**src/rtl/rxsd_pkg.sv**
```systemverilog
`timescale 1ns/1ps
package rxsd_pkg;

  typedef struct packed {
    logic freeRun;  // descrambler runs on its own feedback
    logic bypass;   // fiber line: no level decode, no descrambling
  } rxCtl_t;

  typedef enum logic [1:0] {
    ALN_SEARCH = 2'd0,
    ALN_FRAME  = 2'd1,
    ALN_TAIL   = 2'd2
  } alnState_t;

  localparam int GRP_BITS = 5;
  localparam logic [9:0] START_DELIM = 10'b11000_10001;
  localparam logic [4:0] END_GRP     = 5'b01101;
  localparam logic [4:0] IDLE_GRP    = 5'b11111;

  // returns {valid, nibble}
  function automatic logic [4:0] decodeGroup(input logic [4:0] grp);
    logic [4:0] res;
    case (grp)
      5'b11110: res = 5'h10;
      5'b01001: res = 5'h11;
      5'b10100: res = 5'h12;
      5'b10101: res = 5'h13;
      5'b01010: res = 5'h14;
      5'b01011: res = 5'h15;
      5'b01110: res = 5'h16;
      5'b01111: res = 5'h17;
      5'b10010: res = 5'h18;
      5'b10011: res = 5'h19;
      5'b10110: res = 5'h1A;
      5'b10111: res = 5'h1B;
      5'b11010: res = 5'h1C;
      5'b11011: res = 5'h1D;
      5'b11100: res = 5'h1E;
      5'b11101: res = 5'h1F;
      default:  res = 5'h00;
    endcase
    return res;
  endfunction

endpackage

```
**src/rtl/rxsd_datapath.sv**
```systemverilog
`timescale 1ns/1ps
module rxsd_datapath
  import rxsd_pkg::*;
#(
  parameter int SCR_LEN = 11,
  parameter int SCR_TAP = 9,
  parameter int GRP     = 5
) (
  input  logic              clk,
  input  logic              rstN,
  input  logic [1:0]        symIn,
  input  rxCtl_t            ctl,
  output logic              dBit,
  output logic [2*GRP-1:0]  shNext
);

  localparam int SH_W = 2 * GRP;

  logic [1:0]         prevSym;
  logic               prevNrzi;
  logic [SCR_LEN-1:0] lfsr;
  logic [SCR_LEN-1:0] lfsrNext;
  logic [SH_W-1:0]    sh;
  logic               nrziBit;
  logic               nrzBit;
  logic               key;

  always_comb begin
    nrziBit  = ctl.bypass ? symIn[0] : (symIn != prevSym);
    nrzBit   = nrziBit ^ prevNrzi;
    key      = lfsr[SCR_LEN-1] ^ lfsr[SCR_TAP-1];
    dBit     = ctl.bypass ? nrzBit : (nrzBit ^ key);
    shNext   = {sh[SH_W-2:0], dBit};
    if (ctl.bypass)
      lfsrNext = lfsr;
    else
      lfsrNext = {lfsr[SCR_LEN-2:0], ctl.freeRun ? key : ~nrzBit};
  end

  always_ff @(posedge clk or negedge rstN) begin
    if (!rstN) begin
      prevSym  <= '0;
      prevNrzi <= 1'b0;
      lfsr     <= '0;
      sh       <= '0;
    end else begin
      prevSym  <= symIn;
      prevNrzi <= nrziBit;
      lfsr     <= lfsrNext;
      sh       <= shNext;
    end
  end

  // the descrambler state is frozen on a fiber line
  a_r4_lfsr_frozen: assert property (@(posedge clk) disable iff (!rstN)
    ctl.bypass |=> $stable(lfsr));

endmodule

```
**src/rtl/rxsd_control.sv**
```systemverilog
`timescale 1ns/1ps
module rxsd_control
  import rxsd_pkg::*;
#(
  parameter int GRP          = 5,
  parameter int LOCK_ONES    = 30,
  parameter int IDLE_RUN     = 10,
  parameter int LOCK_TIMEOUT = 16384
) (
  input  logic             clk,
  input  logic             rstN,
  input  logic             fiberMode,
  input  logic             dBit,
  input  logic [2*GRP-1:0] shNext,
  output rxCtl_t           ctl,
  output logic [3:0]       rxData,
  output logic             rxDv,
  output logic             rxEr,
  output logic             nibbleStb,
  output logic             scrLock
);

  localparam int CW = $clog2(LOCK_ONES + 1);
  localparam int TW = $clog2(LOCK_TIMEOUT + 1);
  localparam int GW = $clog2(GRP);

  logic [CW-1:0] oneCnt;
  logic [CW-1:0] oneNext;
  logic [TW-1:0] idleTmr;
  logic          linkUp;
  logic          lockDrop;
  logic          idleRun;
  logic [GW-1:0] bitCnt;
  logic          grpDone;
  logic [4:0]    grp;
  logic [4:0]    decoded;
  alnState_t     state;

  always_comb begin
    if (!dBit)                          oneNext = '0;
    else if (oneCnt == CW'(LOCK_ONES))  oneNext = oneCnt;
    else                                oneNext = oneCnt + 1'b1;
    idleRun  = (oneNext >= CW'(IDLE_RUN));
    linkUp   = fiberMode | scrLock;
    lockDrop = !fiberMode && scrLock && !idleRun &&
               (idleTmr == TW'(LOCK_TIMEOUT - 1));
    grpDone  = (bitCnt == GW'(GRP - 1));
    grp      = shNext[4:0];
    decoded  = decodeGroup(grp);
    ctl.bypass  = fiberMode;
    ctl.freeRun = scrLock;
  end

  // descrambler lock and idle timeout
  always_ff @(posedge clk or negedge rstN) begin
    if (!rstN) begin
      oneCnt  <= '0;
      idleTmr <= '0;
      scrLock <= 1'b0;
    end else if (fiberMode) begin
      oneCnt  <= oneNext;
      idleTmr <= '0;
      scrLock <= 1'b0;
    end else if (!scrLock) begin
      oneCnt  <= oneNext;
      idleTmr <= '0;
      if (oneNext == CW'(LOCK_ONES)) scrLock <= 1'b1;
    end else if (idleRun) begin
      oneCnt  <= oneNext;
      idleTmr <= '0;
    end else if (lockDrop) begin
      oneCnt  <= '0;
      idleTmr <= '0;
      scrLock <= 1'b0;
    end else begin
      oneCnt  <= oneNext;
      idleTmr <= idleTmr + 1'b1;
    end
  end

  // code-group alignment and nibble output
  always_ff @(posedge clk or negedge rstN) begin
    if (!rstN) begin
      state     <= ALN_SEARCH;
      bitCnt    <= '0;
      rxData    <= '0;
      rxDv      <= 1'b0;
      rxEr      <= 1'b0;
      nibbleStb <= 1'b0;
    end else if (!linkUp || lockDrop) begin
      state     <= ALN_SEARCH;
      bitCnt    <= '0;
      rxData    <= '0;
      rxDv      <= 1'b0;
      rxEr      <= 1'b0;
      nibbleStb <= 1'b0;
    end else begin
      nibbleStb <= 1'b0;
      case (state)
        ALN_SEARCH: begin
          if (shNext == START_DELIM) begin
            state  <= ALN_FRAME;
            bitCnt <= '0;
          end
        end
        ALN_FRAME: begin
          if (!grpDone) begin
            bitCnt <= bitCnt + 1'b1;
          end else begin
            bitCnt    <= '0;
            nibbleStb <= 1'b1;
            if (grp == END_GRP) begin
              rxData <= '0;
              rxDv   <= 1'b0;
              rxEr   <= 1'b0;
              state  <= ALN_TAIL;
            end else if (grp == IDLE_GRP) begin
              rxData <= '0;
              rxDv   <= 1'b0;
              rxEr   <= 1'b1;
              state  <= ALN_TAIL;
            end else begin
              rxData <= decoded[4] ? decoded[3:0] : 4'h0;
              rxDv   <= 1'b1;
              rxEr   <= !decoded[4];
            end
          end
        end
        default: begin
          if (!grpDone) begin
            bitCnt <= bitCnt + 1'b1;
          end else begin
            bitCnt    <= '0;
            nibbleStb <= 1'b1;
            rxData    <= '0;
            rxDv      <= 1'b0;
            rxEr      <= 1'b0;
            state     <= ALN_SEARCH;
          end
        end
      endcase
    end
  end

  // lock is declared only after the full run of ones
  a_r3_lock_run: assert property (@(posedge clk) disable iff (!rstN)
    $rose(scrLock) |-> $past(oneCnt) == CW'(LOCK_ONES - 1));

  // the idle timer never passes its limit while locked
  a_r11_timer_bound: assert property (@(posedge clk) disable iff (!rstN)
    scrLock |-> idleTmr < TW'(LOCK_TIMEOUT));

  // strobes are single-cycle pulses
  a_r7_stb_pulse: assert property (@(posedge clk) disable iff (!rstN)
    nibbleStb |=> !nibbleStb);

  // outputs hold between strobes while the line is usable
  a_r7_hold: assert property (@(posedge clk) disable iff (!rstN)
    (!nibbleStb && linkUp) |-> $stable({rxData, rxDv, rxEr}));

  // an errored valid nibble carries zero data
  a_r9_err_zero: assert property (@(posedge clk) disable iff (!rstN)
    (rxDv && rxEr) |-> rxData == 4'h0);

  // data valid only on a usable line
  a_r5_dv_link: assert property (@(posedge clk) disable iff (!rstN)
    rxDv |-> linkUp);

endmodule

```
**src/rtl/fe_rx_symbol_decoder.sv**
```systemverilog
`timescale 1ns/1ps
module fe_rx_symbol_decoder
  import rxsd_pkg::*;
#(
  parameter int SCR_LEN      = 11,
  parameter int SCR_TAP      = 9,
  parameter int LOCK_ONES    = 30,
  parameter int IDLE_RUN     = 10,
  parameter int LOCK_TIMEOUT = 16384
) (
  input  logic       clk,
  input  logic       rstN,
  input  logic       fiberMode,
  input  logic [1:0] symIn,
  output logic [3:0] rxData,
  output logic       rxDv,
  output logic       rxEr,
  output logic       nibbleStb,
  output logic       scrLock
);

  localparam int SH_W = 2 * GRP_BITS;

  rxCtl_t          ctl;
  logic            dBit;
  logic [SH_W-1:0] shNext;

  rxsd_datapath #(
    .SCR_LEN (SCR_LEN),
    .SCR_TAP (SCR_TAP),
    .GRP     (GRP_BITS)
  ) u_dp (
    .clk    (clk),
    .rstN   (rstN),
    .symIn  (symIn),
    .ctl    (ctl),
    .dBit   (dBit),
    .shNext (shNext)
  );

  rxsd_control #(
    .GRP          (GRP_BITS),
    .LOCK_ONES    (LOCK_ONES),
    .IDLE_RUN     (IDLE_RUN),
    .LOCK_TIMEOUT (LOCK_TIMEOUT)
  ) u_ctl (
    .clk       (clk),
    .rstN      (rstN),
    .fiberMode (fiberMode),
    .dBit      (dBit),
    .shNext    (shNext),
    .ctl       (ctl),
    .rxData    (rxData),
    .rxDv      (rxDv),
    .rxEr      (rxEr),
    .nibbleStb (nibbleStb),
    .scrLock   (scrLock)
  );

endmodule

```
**config.mk**
```make
export PLATFORM = sky130hd
export DESIGN_NAME = fe_rx_symbol_decoder
export DESIGN_NICKNAME = d
export VERILOG_FILES = /design/src/rtl/rxsd_pkg.sv /design/src/rtl/rxsd_datapath.sv /design/src/rtl/rxsd_control.sv /design/src/rtl/fe_rx_symbol_decoder.sv
export SDC_FILE = /design/constraint.sdc
export NUM_CORES = 1
export LEC_CHECK = 0
export BUFFER_PORTS_ARGS = -buffer_cell sky130_fd_sc_hd__buf_2
export CAP_MARGIN = 15
export CORE_MARGIN = 5
export CORE_UTILIZATION = 65
export DETAILED_ROUTE_END_ITERATION = 16
export PLACE_DENSITY_LB_ADDON = 0.05
export SETUP_SLACK_MARGIN = 0.2
export SLEW_MARGIN = 15
export SYNTH_ARGS = -nofsm -noshare
export SYNTH_HDL_FRONTEND = slang
export SYNTH_SLANG_ARGS = --single-unit
```
**constraint.sdc**
```tcl
create_clock -name clk -period 6 [get_ports clk]
set_input_delay 0.6 -clock clk [delete_from_list [all_inputs] [get_ports clk]]
set_output_delay 0.6 -clock clk [all_outputs]
set_load 0.02 [all_outputs]
```
==> impl_metrics.ini <==
[finish]
drive_gt1_share_pct = 13.8
diodes = 0
finalNonFillerCells = 341
area_growth_pct = 7.00
nets = 301
multi_input_area_um2 = 1350
register_area_um2 = 1400
fillers = 340

[worst_setup_path]
cp-start-kind = flop
cpMaxStageDelayCell = o211ai_1
r2r_cells = 7
critical_path.endpoint_type = flop
worstReg2RegStart = u_ctl.oneCnt[0]$_DFF_PN0_
slowest_delay_ns = 0.81
required_ns = 6.15
crit_arrival_ns = 2.86
crit_type = reg -> reg
rrSetupSlack_ns = 3.29
path_cells = inv_1 > ha_1 > and4b_1 > a311oi_1 > a21oi_1 > o211ai_1 > nor2_1
critPathMaxFanout = 12
rr_endpoint = u_ctl.idleTmr[13]$_DFF_PN0_

[synthesis]
yosys-top-cells-area = dfrtp_1, nor2_1, mux2_2
synth.most_common_cell = dfrtp_1
ys_seq_elements = 56
synth_nets = 289
synthSimpleGateAreaFrac_pct = 19.9
synth_mux_area_share_pct = 4.74
synth_compound_area_share_pct = 14.6
synthCells = 276
synth_top_family_by_area = simple AND/OR/NAND/NOR gates
synth.distinct_cells = 58
synth_common_cells = dfrtp_1, nor2_1, nand2_1
synthAdderAreaFrac_pct = 3.55
syn-cell-area_um2 = 2820
synthArstFlopShare_pct = 100
synth-edff-count = 0
synth_top_area_share_pct = 49.6
synth_ff_type = dfrtp_1
syn_avg_cell_area_um2 = 10.2
yosysSeqAreaShare_pct = 49.6
yosysWarnings = 0
synth_top_area_cell = dfrtp_1
synthXorXnorAreaFrac_pct = 4.96

[clock_network]
cts_root_buffer = clkbuf_8
clockBufferDepth = 2
cts_num_sinks = 56
cts_buffers = 5
ctsHoldBuffers = 0
clkLatencyLatePin_ns = 0.30
clk_pin_slew_ns = 0.09
htreeDepth = 2
post_cts_buffers = 0
cts_tree = built
cts_resized = 0

[global_route]
grt_usage_pct = 18.0
grt_antenna_before_repair = 0
grt_pass1_vias = 1956
grt_remaining_overflow = 0
grt_max_degree = 57
grt_pass1_wl_mm = 8.83

[timing]
rsz0062_at_grt = no
final_max_slew_viol_count = 0
tightest_slew_ns = 0.992
slew_headroom_pct = 33.6
period_needed_ns = 2.71
period_share_pct = 45.1
fin_setup_tns_ns = 0
fmax_mhz = 369
skew_ns = 0.00950
hold_viol_final = 0
setup_violations = 0

[drt]
vias = 2002
route.detailed.drc = 0
first_pass_iters = 4
viasPerCell = 5.87
wl_met3_um = 169
wl_mm = 4.89
ant_nets = 0
routedWlPerCell_um = 14.3
highest_layer = met4
wl_met2_mm = 2.24
drt_iter0_drc = 83
met1_length_mm = 2.39

[hold_path]
whs_path_depth = 0
holdPathEnd = u_dp.sh[5]$_DFF_PN0_
hp-start = u_dp.sh[4]$_DFF_PN0_
hp-class = reg -> reg

[job]
drv_cap = 0

[floorplanning]
dieWidth_um = 75.9
start_util_pct = 65.7
rows = 24
die_h_um = 75.9
core_um2 = 4290
num_io_pins = 13
die-area_um2 = 5760

[power_and_ir_drop]
p_leak_nw = 1.29
ir_worst_vdd_mv = 0.221
power-per-cell-area_nw_per_um2 = 324

[placement]
finalWeightedCongestion = 0.776
placed_cells = 333
io_buffers = 12
dp_hpwl_mm = 3.35

[outcome]
status = completed
[stage by stage]
| stage | utilization, % | setup WS [ns] | hold slack (ns) | power [mW] | instance area [um2] |
|---|---|---|---|---|---|
| 6_report | 70.3 | 3.29 | 0.385 | 0.979 | 3020 |
| 4_1_cts | 70.3 | 3.35 | 0.387 | 0.985 | 3020 |
| 3_3_place_gp | 67.8 | 3.36 | 0.363 | 0.738 | 2910 |
| 2_1_floorplan | - | 3.84 | 0.304 | 0.685 | 2820 |
| 3_5_place_dp | 67.8 | 3.30 | 0.365 | 0.745 | 2910 |
| 5_1_grt | 70.3 | 3.12 | 0.407 | 1.05 | 3020 |
[sequential cells by signal, indices dropped and copies added, names as in the netlist]
signal / count
u_dp.lfsr: 11
u_ctl.nibbleStb: 1
u_ctl.oneCnt: 5
u_ctl.rxDv: 1
u_ctl.idleTmr: 15
u_dp.prevSym: 2
u_dp.prevNrzi: 1
u_dp.sh: 9
u_ctl.rxEr: 1
u_ctl.bitCnt: 3
u_ctl.rxData: 4
u_ctl.state: 2
u_ctl.scrLock: 1
[worst max-delay path by stage]
| stage | start | to | depth (start not counted) |
|---|---|---|---|
| final | u_ctl.oneCnt[0]$_DFF_PN0_ | u_ctl.idleTmr[13]$_DFF_PN0_ | 7 |
| after global routing | u_ctl.oneCnt[0]$_DFF_PN0_ | u_ctl.idleTmr[10]$_DFF_PN0_ | 7 |
| after CTS | u_ctl.oneCnt[0]$_DFF_PN0_ | u_ctl.idleTmr[13]$_DFF_PN0_ | 7 |
| after detailed placement | fiberMode | u_ctl.idleTmr[11]$_DFF_PN0_ | 6 |
| after global placement | fiberMode | u_ctl.idleTmr[10]$_DFF_PN0_ | 6 |
| after floorplan | u_ctl.oneCnt[0]$_DFF_PN0_ | u_ctl.idleTmr[10]$_DFF_PN0_ | 9 |
[cells in the final DEF, fill, tap and decap left out, types with 6 or more instances in the layout]
master	n
nand2_1	18
a21oi_1	13
o21ai_0	10
dfrtp_1	56
buf_2	12
nor2_1	36
xor2_1	8
ha_1	8
nor3_1	8
nand3_1	12
mux2_2	11
and3_1	6
xnor2_1	8
inv_1	7
[critical path, delay by kind of cell, from the launching register on]
family / cells / cell delay [ns]
flip-flops: 1 / 0.47
AND/OR/NAND/NOR: 2 / 0.34
buffers and inverters: 1 / 0.08
adder cells (fa/ha/maj): 1 / 0.36
AO/OA/AOI/OAI: 3 / 1.31
[area by class of cell]
cell class	instances	share of cell area (%)
flip-flops and latches	56	46.4
multi-input cells	204	44.7
clock buffers	6	2.40
repair buffers	13	2.24
well taps	52	2.15
clock inverters	2	1.16
inverters	8	0.994
[layer usage]
metal | GRT usage, % | up-vias
met5 | 0 | -
li1 | - | 1011
met3 | 3.67 | 10
met2 | 27.9 | 30
met4 | 5.87 | 0
met1 | 25.3 | 951
[kinds of logic (layout without fill, tap and decap cells)]
kind of cell / count (synthesis) / after routing
xor+xnor: 16 / 16
simple gates: 109 / 109
flops: 56 / 56
mux: 12 / 12
buf+inv: 16 / 29
compound gates: 59 / 59
fa+ha+maj: 8 / 8
[power breakdown]
part	switching, mW	internal (mW)	leakage (nW)	total [mW]
combinational	0.135	0.0959	0.513	0.231
clock	0.115	0.124	0.0552	0.239
sequential	0.0679	0.440	0.723	0.508
Power figures use the tool's default switching activity.
